`config.mk`:
```
export PLATFORM = sky130hd
export DESIGN_NAME = lrsc_unit
export DESIGN_NICKNAME = d
export VERILOG_FILES = /design/src/rtl/lrsc_pkg.sv /design/src/rtl/lrsc_addr_check.sv /design/src/rtl/lrsc_resv.sv /design/src/rtl/lrsc_data_fmt.sv /design/src/rtl/lrsc_unit.sv
export SDC_FILE = /design/constraint.sdc
export NUM_CORES = 1
export LEC_CHECK = 0
export ABC_AREA = 1
export BUFFER_PORTS_ARGS = -buffer_cell sky130_fd_sc_hd__buf_4
export CAP_MARGIN = 0
export CELL_PAD_IN_SITES_DETAIL_PLACEMENT = 2
export CELL_PAD_IN_SITES_GLOBAL_PLACEMENT = 2
export CORE_MARGIN = 2
export CORE_UTILIZATION = 29
export DETAILED_ROUTE_END_ITERATION = 10
export PLACE_DENSITY = 0.83
export SLEW_MARGIN = 20
export SYNTH_ARGS = -nofsm -noshare
export SYNTH_HDL_FRONTEND = slang
export SYNTH_SLANG_ARGS = --single-unit
```
`constraint.sdc`:
```
create_clock -name clk -period 5.5 [get_ports clk]
set_input_delay 1.65 -clock clk [delete_from_list [all_inputs] [get_ports clk]]
set_output_delay 1.65 -clock clk [all_outputs]
set_load 0.03 [all_outputs]
```
`src/rtl/lrsc_pkg.sv`:
```
package lrsc_pkg;
  localparam logic [1:0] SZ_B = 2'd0;
  localparam logic [1:0] SZ_H = 2'd1;
  localparam logic [1:0] SZ_W = 2'd2;
  localparam logic [1:0] SZ_D = 2'd3;

  localparam logic [4:0] CAUSE_ILLEGAL   = 5'd2;
  localparam logic [4:0] CAUSE_LD_ALIGN  = 5'd4;
  localparam logic [4:0] CAUSE_LD_FAULT  = 5'd5;
  localparam logic [4:0] CAUSE_ST_ALIGN  = 5'd6;
  localparam logic [4:0] CAUSE_ST_FAULT  = 5'd7;

  typedef enum logic [1:0] {ST_IDLE, ST_REQ, ST_WAIT} lrsc_state_e;

  // Low address bits that must be zero for a given size code.
  function automatic logic [2:0] low_mask(input logic [1:0] sz);
    case (sz)
      SZ_B:    return 3'b000;
      SZ_H:    return 3'b001;
      SZ_W:    return 3'b011;
      default: return 3'b111;
    endcase
  endfunction

  function automatic logic addr_aligned(input logic [2:0] lo, input logic [1:0] sz);
    return (lo & low_mask(sz)) == 3'b000;
  endfunction
endpackage

```
`src/rtl/lrsc_addr_check.sv`:
```
module lrsc_addr_check
  import lrsc_pkg::*;
#(
  parameter int XLEN = 64
) (
  input  logic [1:0] size,
  input  logic [2:0] addr_lo,
  output logic       misaligned,
  output logic       illegal
);
  localparam bit HAS_DOUBLE = (XLEN >= 64);

  assign misaligned = !addr_aligned(addr_lo, size);
  assign illegal    = !HAS_DOUBLE && (size == SZ_D);
endmodule

```
`src/rtl/lrsc_resv.sv`:
```
module lrsc_resv
  import lrsc_pkg::*;
#(
  parameter int AW = 64
) (
  input  logic          clk,
  input  logic          rst_n,
  input  logic          set_en,
  input  logic [AW-1:0] set_addr,
  input  logic [1:0]    set_size,
  input  logic          drop_en,
  input  logic          inval,
  input  logic [AW-1:0] chk_addr,
  input  logic [1:0]    chk_size,
  output logic          hit,
  output logic          valid
);
  logic [AW-1:0] r_addr;
  logic [1:0]    r_size;

  always_ff @(posedge clk) begin
    if (!rst_n) begin
      valid  <= 1'b0;
      r_addr <= '0;
      r_size <= SZ_B;
    end else if (inval) begin
      valid <= 1'b0;
    end else if (set_en) begin
      valid  <= 1'b1;
      r_addr <= set_addr & ~AW'(low_mask(set_size));
      r_size <= set_size;
    end else if (drop_en) begin
      valid <= 1'b0;
    end
  end

  assign hit = valid && (chk_addr == r_addr) && (chk_size == r_size);
endmodule

```
`src/rtl/lrsc_data_fmt.sv`:
```
module lrsc_data_fmt
  import lrsc_pkg::*;
#(
  parameter int XLEN = 64
) (
  input  logic [1:0]      ld_size,
  input  logic [XLEN-1:0] ld_raw,
  output logic [XLEN-1:0] ld_ext,
  input  logic [1:0]      st_size,
  input  logic [XLEN-1:0] st_raw,
  output logic [XLEN-1:0] st_fmt
);
  function automatic logic [XLEN-1:0] sext(input logic [XLEN-1:0] d, input logic [1:0] sz);
    int unsigned bits;
    bits = 32'd8 << sz;
    if (bits >= XLEN) return d;
    return XLEN'($signed(d << (XLEN - bits)) >>> (XLEN - bits));
  endfunction

  function automatic logic [XLEN-1:0] zfit(input logic [XLEN-1:0] d, input logic [1:0] sz);
    int unsigned bits;
    bits = 32'd8 << sz;
    if (bits >= XLEN) return d;
    return d & ~({XLEN{1'b1}} << bits);
  endfunction

  assign ld_ext = sext(ld_raw, ld_size);
  assign st_fmt = zfit(st_raw, st_size);
endmodule

```
`src/rtl/lrsc_unit.sv`:
```
module lrsc_unit
  import lrsc_pkg::*;
#(
  parameter int XLEN = 64,
  parameter int RD_W = 5
) (
  input  logic            clk,
  input  logic            rst_n,
  input  logic            op_valid,
  input  logic            op_is_sc,
  input  logic [1:0]      op_size,
  input  logic [XLEN-1:0] op_addr,
  input  logic [XLEN-1:0] op_src,
  input  logic [RD_W-1:0] op_rd,
  output logic            busy,
  input  logic            resv_inval,
  output logic            mem_req_valid,
  input  logic            mem_req_ready,
  output logic            mem_req_write,
  output logic [XLEN-1:0] mem_req_addr,
  output logic [1:0]      mem_req_size,
  output logic [XLEN-1:0] mem_req_wdata,
  input  logic            mem_rsp_valid,
  input  logic [XLEN-1:0] mem_rsp_data,
  input  logic            mem_rsp_fault,
  input  logic            mem_rsp_refused,
  output logic            done_valid,
  output logic            done_wb_en,
  output logic [RD_W-1:0] done_rd,
  output logic [XLEN-1:0] done_wb_data,
  output logic            done_exc,
  output logic [4:0]      done_cause
);
  lrsc_state_e     state;
  logic            lat_sc;
  logic [1:0]      lat_size;
  logic [XLEN-1:0] lat_addr;
  logic [XLEN-1:0] lat_src;
  logic [RD_W-1:0] lat_rd;
  logic            done_sc;

  // Named internal events, also used by the checker.
  logic accept, misaligned, illegal, resv_hit, resv_valid;
  logic imm_exc, imm_miss, go_mem, rsp_take, resv_set, resv_drop;
  logic [XLEN-1:0] ld_ext, st_fmt;

  lrsc_addr_check #(.XLEN(XLEN)) u_chk_addr (
    .size(op_size), .addr_lo(op_addr[2:0]),
    .misaligned(misaligned), .illegal(illegal)
  );

  lrsc_resv #(.AW(XLEN)) u_resv (
    .clk(clk), .rst_n(rst_n),
    .set_en(resv_set), .set_addr(lat_addr), .set_size(lat_size),
    .drop_en(resv_drop), .inval(resv_inval),
    .chk_addr(op_addr), .chk_size(op_size),
    .hit(resv_hit), .valid(resv_valid)
  );

  lrsc_data_fmt #(.XLEN(XLEN)) u_fmt (
    .ld_size(lat_size), .ld_raw(mem_rsp_data), .ld_ext(ld_ext),
    .st_size(lat_size), .st_raw(lat_src), .st_fmt(st_fmt)
  );

  assign busy      = (state != ST_IDLE);
  assign accept    = op_valid && (state == ST_IDLE);
  assign imm_exc   = accept && (illegal || misaligned);
  assign imm_miss  = accept && !imm_exc && op_is_sc && !resv_hit;
  assign go_mem    = accept && !imm_exc && !imm_miss;
  assign rsp_take  = (state == ST_WAIT) && mem_rsp_valid;
  assign resv_set  = rsp_take && !lat_sc && !mem_rsp_fault;
  assign resv_drop = imm_miss || (rsp_take && lat_sc && !mem_rsp_fault);

  assign mem_req_valid = (state == ST_REQ);
  assign mem_req_write = lat_sc;
  assign mem_req_addr  = lat_addr;
  assign mem_req_size  = lat_size;
  assign mem_req_wdata = st_fmt;

  always_ff @(posedge clk) begin
    if (!rst_n) begin
      state    <= ST_IDLE;
      lat_sc   <= 1'b0;
      lat_size <= SZ_B;
      lat_addr <= '0;
      lat_src  <= '0;
      lat_rd   <= '0;
    end else begin
      case (state)
        ST_IDLE: if (go_mem) state <= ST_REQ;
        ST_REQ:  if (mem_req_ready) state <= ST_WAIT;
        ST_WAIT: if (mem_rsp_valid) state <= ST_IDLE;
        default: state <= ST_IDLE;
      endcase
      if (accept) begin
        lat_sc   <= op_is_sc;
        lat_size <= op_size;
        lat_addr <= op_addr;
        lat_src  <= op_src;
        lat_rd   <= op_rd;
      end
    end
  end

  always_ff @(posedge clk) begin
    if (!rst_n) begin
      done_valid   <= 1'b0;
      done_wb_en   <= 1'b0;
      done_rd      <= '0;
      done_wb_data <= '0;
      done_exc     <= 1'b0;
      done_cause   <= '0;
      done_sc      <= 1'b0;
    end else begin
      done_valid <= 1'b0;
      done_wb_en <= 1'b0;
      done_exc   <= 1'b0;
      if (imm_exc) begin
        done_valid <= 1'b1;
        done_exc   <= 1'b1;
        done_rd    <= op_rd;
        done_sc    <= op_is_sc;
        done_cause <= illegal ? CAUSE_ILLEGAL
                    : (op_is_sc ? CAUSE_ST_ALIGN : CAUSE_LD_ALIGN);
      end else if (imm_miss) begin
        done_valid   <= 1'b1;
        done_wb_en   <= 1'b1;
        done_rd      <= op_rd;
        done_sc      <= 1'b1;
        done_wb_data <= XLEN'(1);
      end else if (rsp_take) begin
        done_valid <= 1'b1;
        done_rd    <= lat_rd;
        done_sc    <= lat_sc;
        if (mem_rsp_fault) begin
          done_exc   <= 1'b1;
          done_cause <= lat_sc ? CAUSE_ST_FAULT : CAUSE_LD_FAULT;
        end else begin
          done_wb_en   <= 1'b1;
          done_wb_data <= lat_sc ? XLEN'(mem_rsp_refused) : ld_ext;
        end
      end
    end
  end
endmodule

```
Yosys cells after proc, flatten, opt, wreduce, memory -nomap -nowiden. Index checks and enable logic that the tools add are counted. Widths: inputs -> output; s select.

Output and inout bits: 210. Bits in latches: 0. Memories: 0. Flip-flop bits (word level): 282. Bits in writable memories: 0. ROM bits: 0. Logic and storage cells: 117.

Equality and inequality tests: 13. Div/mod/pow operators: 0. Shift-type cells: 4. Multipliers: 0. Reduce and logical (&&, ||, !) cells: 36. $lt $le $gt $ge: 1. $add $sub $neg: 1. Muxes and demuxes: 39. Bitwise gates (word level): 8.

Operator list (number): $mux 64 (8); $and 64x64->64 (2); $eq 64x64->1 (1); $not 3->64 (1); $not 64->64 (1); $shl 64x32->64 (1); $shl 64x32->64 const A (1); $sshr 64x32->64 (1); $mux 5 (7); $ge 32x7->1 const B (1); $shl 4x2->32 const A (1); $sub 7x32->32 const A (1); $pmux 3 s3 (2); $logic_and 1x1->1 (13); $mux 1 (13); $mux 2 (5); $reduce_bool 2->1 (5); $mux 3 (3); $reduce_and 3->1 (3); $eq 2x1->1 const B (3); $eq 2x2->1 const B (3); $logic_not 1->1 (6); $logic_not 2->1 (3); $ne 2x2->1 const B (3); 10 further kinds (14).

Longest topological paths before layout. Gate-level depths: netlist (run 1).

Word-level depth: 14. Mapped depth: 19.

Cells and area by module. From an unflattened synthesis (run 1), not the netlist that was laid out.

Cell total of the unflattened synthesis: 1946. Area total of the unflattened synthesis: 12931.2 um2.

By module, submodules not included: lrsc_unit (area each 8224.1 um2, cells each 1116, times used 1, seq. area each 4264.1 um2); lrsc_resv (area each 3458.3 um2, cells each 534, times used 1, seq. area each 1341.3 um2); lrsc_data_fmt (area each 1207.4 um2, cells each 286, times used 1, seq. area each 0.0 um2); lrsc_addr_check (area each 41.3 um2, cells each 10, times used 1, seq. area each 0.0 um2).

Worst setup path before layout (run 1). Ideal clock, no wire load.

Path type: register -> output. From: register lat_size[1], in the netlist mem_req_size[1]. To: output port mem_req_wdata[42]. Path slack: 1821 ps. Cell stages (with the launch flop): 7. Arrival: 2029 ps. Path buffers: 4. Cell sequence: dfxtp_1 -> nand2_1 -> buf_2 -> buf_2 -> clkbuf_1 -> buf_1 -> nor2_1.

Longest elaborated chain between the ends: 5.

Ends and longest elaborated chain: start, declared (RTL line lrsc_unit.sv:36) `logic [1:0] lat_size;`; start signal, assigned (RTL line lrsc_unit.sv:97) `lat_size <= op_size;`; $shl 4x2->32 (*) (RTL line lrsc_data_fmt.sv:22) `bits = 32'd8 << sz;`; parallel branches: the longest is 3 deep, another holds $ge 32x7->1; $mux 64 (*) (RTL line lrsc_data_fmt.sv:24) `return d & ~({XLEN{1'b1}} << bits);`; end, declared (RTL line lrsc_unit.sv:22) `output logic [XLEN-1:0] mem_req_wdata,`.

Mark *: on every way between the ends.

Worst setup path in the final report (run 1).
From: register lat_size[1], in the netlist mem_req_size[1]. To: output port mem_req_wdata[10].

The elaborated chain is that of the path after synthesis.

==> results of run 1 <==
## flip-flops by register name, summed over array words and instances, names as in the netlist
signal	cells
done_wb_data	64
lat_src	64
mem_req_addr	64
u_resv.r_addr	64
done_rd	5
lat_rd	5
done_cause	3
mem_req_size	2
state	2
u_resv.r_size	2
done_exc	1
done_valid	1
done_wb_en	1
mem_req_write	1
u_resv.valid	1
## routing by layer
metal | up-vias | part of all wire [%]
met5 | - | 0.052
met1 | 7005 | 40
li1 | 6777 | -
met4 | 4 | 4.1
met3 | 111 | 6.6
met2 | 359 | 50
## placed cells by master, fill, tap and decap left out, drive strengths merged, types with 2 or more instances in the layout
cell / n
nand4: 20
clkbuf: 53
o21ai: 271
dfxtp: 280
conb: 2
a211oi: 5
buf: 432
or2: 6
o22ai: 5
nand3b: 15
nor2: 312
o21bai: 2
nand2: 327
xor2: 4
inv: 213
clkinv: 11
nor3: 3
diode: 7
a21oi: 200
bufinv: 2
xnor2: 5
o2111ai: 8
o211ai: 7
nand3: 74
## report_power, final
part / internal, uW / switching (uW)
clock: 1470 / 956
sequential: 2150 / 72.5
combinational: 388 / 750
total: 4010 / 1780
## critical path, cell delays in order, from the launching register on
cell     delay, ns
dfxtp_1       0.33
buf_4         0.28
nor2_2        0.51
buf_4         0.38
nor2_1        0.07
buf_4         0.18
## worst paths after layout
path,startpoint,depth (start not counted),to,slack (ns)
worst min-delay path,lat_src[54],2,lat_src[54],0.45
worst max register to register,mem_req_size[0],14,done_wb_data[33],1.70
worst max-delay path,mem_req_size[1],5,mem_req_wdata[10],1.54
worst min register to register,lat_src[54],2,lat_src[54],0.45
## layout make-up
type,instances,area [um2],share of cell area [%]
multi-input combinational,1275,5870,33.5
sequential,280,5610,32.0
clock inverter,11,120,0.686
tap,585,732,4.18
inverter,215,811,4.63
clock buffer,53,1090,6.21
timing repair buffer,432,3270,18.7
antenna,7,17.5,0.100
## cell families after synthesis
family | after synthesis | share of synthesized area (%)
simple gates | 759 | 24.3
compound gates | 504 | 20.7
buf+inv | 345 | 10.5
flops | 280 | 43.8
xor+xnor | 9 | 0.616
fa+ha+maj | 1 | 0.0978
other cells | 1 | 0.0293
## through the flow
stage | total power, uW | std cells | utilization, % | area (um2) | hold WS, ns
5_1_grt | 6060 | 2855 | 40.5 | 17500 | 0.479
3_5_place_dp | 3400 | 2787 | 37.6 | 16300 | 0.450
6_report | 5790 | 2858 | 40.5 | 17500 | 0.454
3_3_place_gp | 3360 | 2787 | 37.6 | 16300 | 0.440
4_1_cts | 5870 | 2851 | 40.4 | 17500 | 0.459
2_1_floorplan | 2910 | 1900 | - | 12800 | 0.430
==> metrics.md, run 1 <==
| Metric | Value |
|---|---|
| Static leakage | `0.00825 uW` |
| Routing usage on met1 | `27.5%` |
| CTS tree | `built` |
| Rel. slew slack | `30.8%` |
| Cell area after synthesis | `12800 um2` |
| # rows | `76` |
| Yosys top cell by area | `dfxtp_1` |
| Netlist cell types | `42` |
| CP Data Required Time | `3.85 ns` |
| CTS H-tree lvls | `2` |
| Worst-margin pin slew | `1.04 ns` |
| Peak VDD IR | `211 uV` |
| Max Freq | `252 MHz` |
| Setup-failing EPs final | `0` |
| Synth Instances | `1899` |
| RSZ-0062 raised after global routing | `false` |
| Commonest cells post-synth | `nand2_1 (326), nor2_1 (307), dfxtp_1 (280)` |
| Most numerous cell in the Yosys netlist | `nand2_1` |
| Synth async-reset ratio | `0%` |
| DRT iter0 DRCs | `641` |
| Crit Path Class | `register to output port` |
| Top_reg_cell synth | `dfxtp_1` |
| Met3 usage | `6.86%` |
| Top cell type's share of synthesized area | `43.8%` |
| Status | `complete, no violations` |
| Clock latency on the worst-skew pair | `0.55 ns` |
| Global route total overflow | `0` |
| Layout cells sized above 1 | `22.9%` |
| IO Pins | `418` |
| Final Cycle Share | `72.1%` |
| Setup Skew | `0.0155 ns` |
| Dpl ws | `1.10 ns` |
| Setup TNS | `0 ns` |
| Post-synthesis register bit count | `280` |
| Drt wl/cell | `20.1 um` |
| Final Hold Viols | `0` |
| Syn avg cell area | `6.73 um2` |
| IO buf count | `415` |
| Worst EP arrival | `2.31 ns` |
| Final Worst Setup Slack | `1.54 ns` |
| Clock transition at path regs | `0.06 ns` |
| Max Cap Viol | `0` |
| Worst Hold Class | `register to register` |
| Core area | `43300 um2` |
| Post-CTS setup buffers | `0` |
| First-pass iteration count of the detailed router | `5` |
| Via Count | `14300` |
| Gr busiest metal | `met2` |
| Largest net degree at the start of global routing | `165` |
| Initial antenna violation count | `9` |
| Layout area overhead | `36.9%` |
| Largest cells by area after synthesis | `dfxtp_1 (44%), o21ai_0 (10%), nand2_1 (9.6%)` |
| Pwr Density | `330 nW/um2` |
| Via density | `4.99` |
| Detailed placer's ending HPWL | `40700 um` |
| Nets | `2449` |
| Register area share after synthesis | `43.8%` |
| Die height | `214 um` |
| Root Buffer | `clkbuf_16` |
| CP startpoint kind | `register` |
| DIE AREA | `45800 um2` |
| Initial Utilization | `29.6%` |
| Clock buffer count from CTS | `36` |
| Max-slew violations | `0` |
| Final min period | `3.96 ns` |
| GPL Wtd Cong | `0.898` |
| Number of synthesized flops with an enable pin | `0` |
| Hold_buf cts | `0` |
| Syn. warnings | `0` |
| Crit end category | `output port` |
| First-pass GRT wire length | `89600 um` |
| Vias in the first global route | `15700` |
| CTS resizes | `0` |
| Total GRT Usage | `24.5%` |
| Die Span X | `214 um` |
| CTS sink cnt | `280` |
| Final wirelength | `57500 um` |
| Antenna viol nets, final | `0` |
| Critical Path Fanout Max | `32` |
| Met2 Use GR | `43.2%` |
| Fillers | `5134` |
| DR DRC count | `0` |
| Clk buf depth | `3` |
Note: power is estimated with default switching activity, not from simulation.
==> inputs of run 2 (changes only) <==
--- a/config.mk
+++ b/config.mk
@@ -5,15 +5,15 @@
 export SDC_FILE = /design/constraint.sdc
 export NUM_CORES = 1
 export LEC_CHECK = 0
-export ABC_AREA = 1
+export ABC_AREA = 0
 export BUFFER_PORTS_ARGS = -buffer_cell sky130_fd_sc_hd__buf_4
 export CAP_MARGIN = 0
 export CELL_PAD_IN_SITES_DETAIL_PLACEMENT = 2
 export CELL_PAD_IN_SITES_GLOBAL_PLACEMENT = 2
 export CORE_MARGIN = 2
-export CORE_UTILIZATION = 29
+export CORE_UTILIZATION = 24
 export DETAILED_ROUTE_END_ITERATION = 10
-export PLACE_DENSITY = 0.83
+export PLACE_DENSITY = 0.72
 export SLEW_MARGIN = 20
 export SYNTH_ARGS = -nofsm -noshare
 export SYNTH_HDL_FRONTEND = slang
==> constraint.sdc (replaced) <==
create_clock -name clk -period 3.3 [get_ports clk]
set_input_delay 0.99 -clock clk [delete_from_list [all_inputs] [get_ports clk]]
set_output_delay 0.99 -clock clk [all_outputs]
set_load 0.03 [all_outputs]
==> metrics.md, run 2 <==
| Metric | Value |
|---|---|
| Status | `complete, no violations` |
| CP startpoint kind | `input pin` |
| Worst EP arrival | `3.62 ns` |
| Layout cells sized above 1 | `29.5%` |
| Setup-failing EPs final | `0` |
| Largest cells by area after synthesis | `dfxtp_1 (50%), nand2_1 (14%), a21oi_1 (10%)` |
| IO buf count | `415` |
| Dpl ws | `-0.343 ns` |
| Largest net degree at the start of global routing | `138` |
| Post-CTS setup buffers | `0` |
| Die height | `220 um` |
| CTS tree | `built` |
| Vias in the first global route | `12100` |
| Final min period | `3.14 ns` |
| Finished Layout Cells | `2397` |
| Cell area after synthesis | `11200 um2` |
| Yosys top cell by area | `dfxtp_1` |
| Clock buffer count from CTS | `36` |
| Most common cell after layout, fill and taps aside | `buf_4` |
| DR DRC count | `0` |
| Detailed placer's ending HPWL | `35100 um` |
| Total power | `8680 uW` |
| CTS H-tree lvls | `2` |
| GPL Wtd Cong | `0.793` |
| Fillers | `5254` |
| Hold_buf cts | `0` |
| Commonest cells post-synth | `nand2_1 (418), dfxtp_1 (280), a21oi_1 (229)` |
| Pwr Density | `534 nW/um2` |
| Total GRT Usage | `19.6%` |
| First-pass iteration count of the detailed router | `4` |
| Clk buf depth | `3` |
| RSZ-0062 raised after global routing | `false` |
| Top_reg_cell synth | `dfxtp_1` |
| DIE AREA | `48300 um2` |
| Max Cap Viol | `0` |
| Via Count | `11300` |
| Static leakage | `0.00695 uW` |
| CTS sink cnt | `280` |
| Core area | `46300 um2` |
| Clock transition at path regs | `0.05 ns` |
| Top cell type's share of synthesized area | `50.1%` |
| Register-to-Register Setup Slack | `0.43 ns` |
| Number of synthesized flops with an enable pin | `0` |
| Crit end category | `register` |
| Final Cycle Share | `95.3%` |
| CTS resizes | `0` |
| Critical Path Fanout Max | `35` |
| Post-synthesis register bit count | `280` |
| Setup Skew | `0.0147 ns` |
| Final Hold Viols | `0` |
| Initial antenna violation count | `5` |
| Syn avg cell area | `8.09 um2` |
| Synth async-reset ratio | `0%` |
| Final Worst Setup Slack | `0.156 ns` |
| Most numerous cell in the Yosys netlist | `nand2_1` |
| Layout area overhead | `45.3%` |
| # rows | `79` |
| CP Data Required Time | `3.78 ns` |
| DRT iter0 DRCs | `392` |
| Root Buffer | `clkbuf_16` |
| IO Pins | `418` |
| Final Util | `35.1%` |
| Syn. warnings | `0` |
| Max Freq | `318 MHz` |
| Worst-margin pin slew | `0.720 ns` |
| Crit Path Class | `input pin to register` |
| First-pass GRT wire length | `72300 um` |
| Clock latency on the worst-skew pair | `0.54 ns` |
| Drt wl/cell | `20.3 um` |
| Netlist cell types | `56` |
| Commonest non-fill, non-tap cells in the layout | `buf_4 (448), nand2_1 (417), dfxtp_1 (278)` |
| Initial Utilization | `24.2%` |
| Max-slew violations | `0` |
| Dpl cells | `2335` |
| Via density | `4.71` |
| Synth Instances | `1383` |
| Peak VDD IR | `320 uV` |
| Die Span X | `220 um` |
| Global route total overflow | `0` |
| Antenna viol nets, final | `0` |
| Final wirelength | `48800 um` |
| Rel. slew slack | `52.0%` |
| Nets | `1975` |
| Register area share after synthesis | `50.1%` |
| Worst Hold Class | `register to register` |
## run 2: cell types whose count changed after synthesis, moves of 19 or more
cell and delta:
nand3_1 -66, nand2_1 +92, o21ai_0 -252, inv_1 -194, a21oi_1 +31, and3_1 +32, xor2_1 +31, nor2b_1 +19
nor2_1 -257, o2bb2ai_1 +53
## run 2: per-layer routing
layer / track usage (%) / routed length, um
met1: 24.0 / 20400
met2: 32.8 / 23400
met3: 5.33 / 3680
met4: 6.85 / 1260
met5: 0 / 13
## run 2: cell type report
cell class                      instances  area, um2  share of cell area, %
Clock buffer                           52       1080                   6.66
Tap cell                              607        759                   4.68
Clock inverter                          6        105                  0.647
Antenna cell                            4       10.0                 0.0616
Inverter                               13       53.8                  0.331
Sequential cell                       280       5610                   34.5
Multi-Input combinational cell        978       5080                   31.3
Timing Repair Buffer                  457       3540                   21.8
## run 2: final timing paths
kind         cells past startpoint              end              start
max                              9  done_wb_data[2]        op_addr[12]
min                              2      lat_src[49]        lat_src[49]
max reg2reg                      8  done_wb_data[2]  u_resv.r_addr[12]
min reg2reg                      2      lat_src[49]        lat_src[49]
## run 2: logic make-up (layout without fill, tap and decap cells)
logic type | count (synthesis) | count (layout) | synth area share [%]
adders and majority gates | 1 | 1 | 0.112
xor gates and xnor gates | 55 | 55 | 4.31
AOI/OAI and AO/OA | 337 | 337 | 18.5
buffers and inverters | 126 | 528 | 4.74
DFF | 280 | 280 | 50.1
muxes | 1 | 1 | 0.0895
and+or+nand+nor | 582 | 582 | 22.1
other | 1 | 6 | 0.0335
## run 2: critical path, stage by stage
cell	delay (ns)
buf_4	0.12
xor2_1	0.24
nor4_1	0.61
nand4_1	0.22
or4_4	0.56
o21bai_4	0.14
o211a_2	0.32
buf_12	0.23
a22o_1	0.17
## run 2: where the power goes
group / switching (uW) / internal, uW / leakage, uW
registers: 73.5 / 3500 / 0.00228
clock network: 1530 / 2490 / 0.000588
logic: 651 / 433 / 0.00408
total: 2260 / 6420 / 0.00695
## run 2: stage by stage
stage / area [um2] / hold slack [ns] / TNS (ns)
after detailed placement: 15000 / 0.446 / -19.84
final: 16200 / 0.452 / 0
after global placement: 15000 / 0.437 / -16.06
after global routing: 16200 / 0.468 / 0
after CTS: 16200 / 0.455 / 0
after floorplan: 11200 / 0.432 / 0
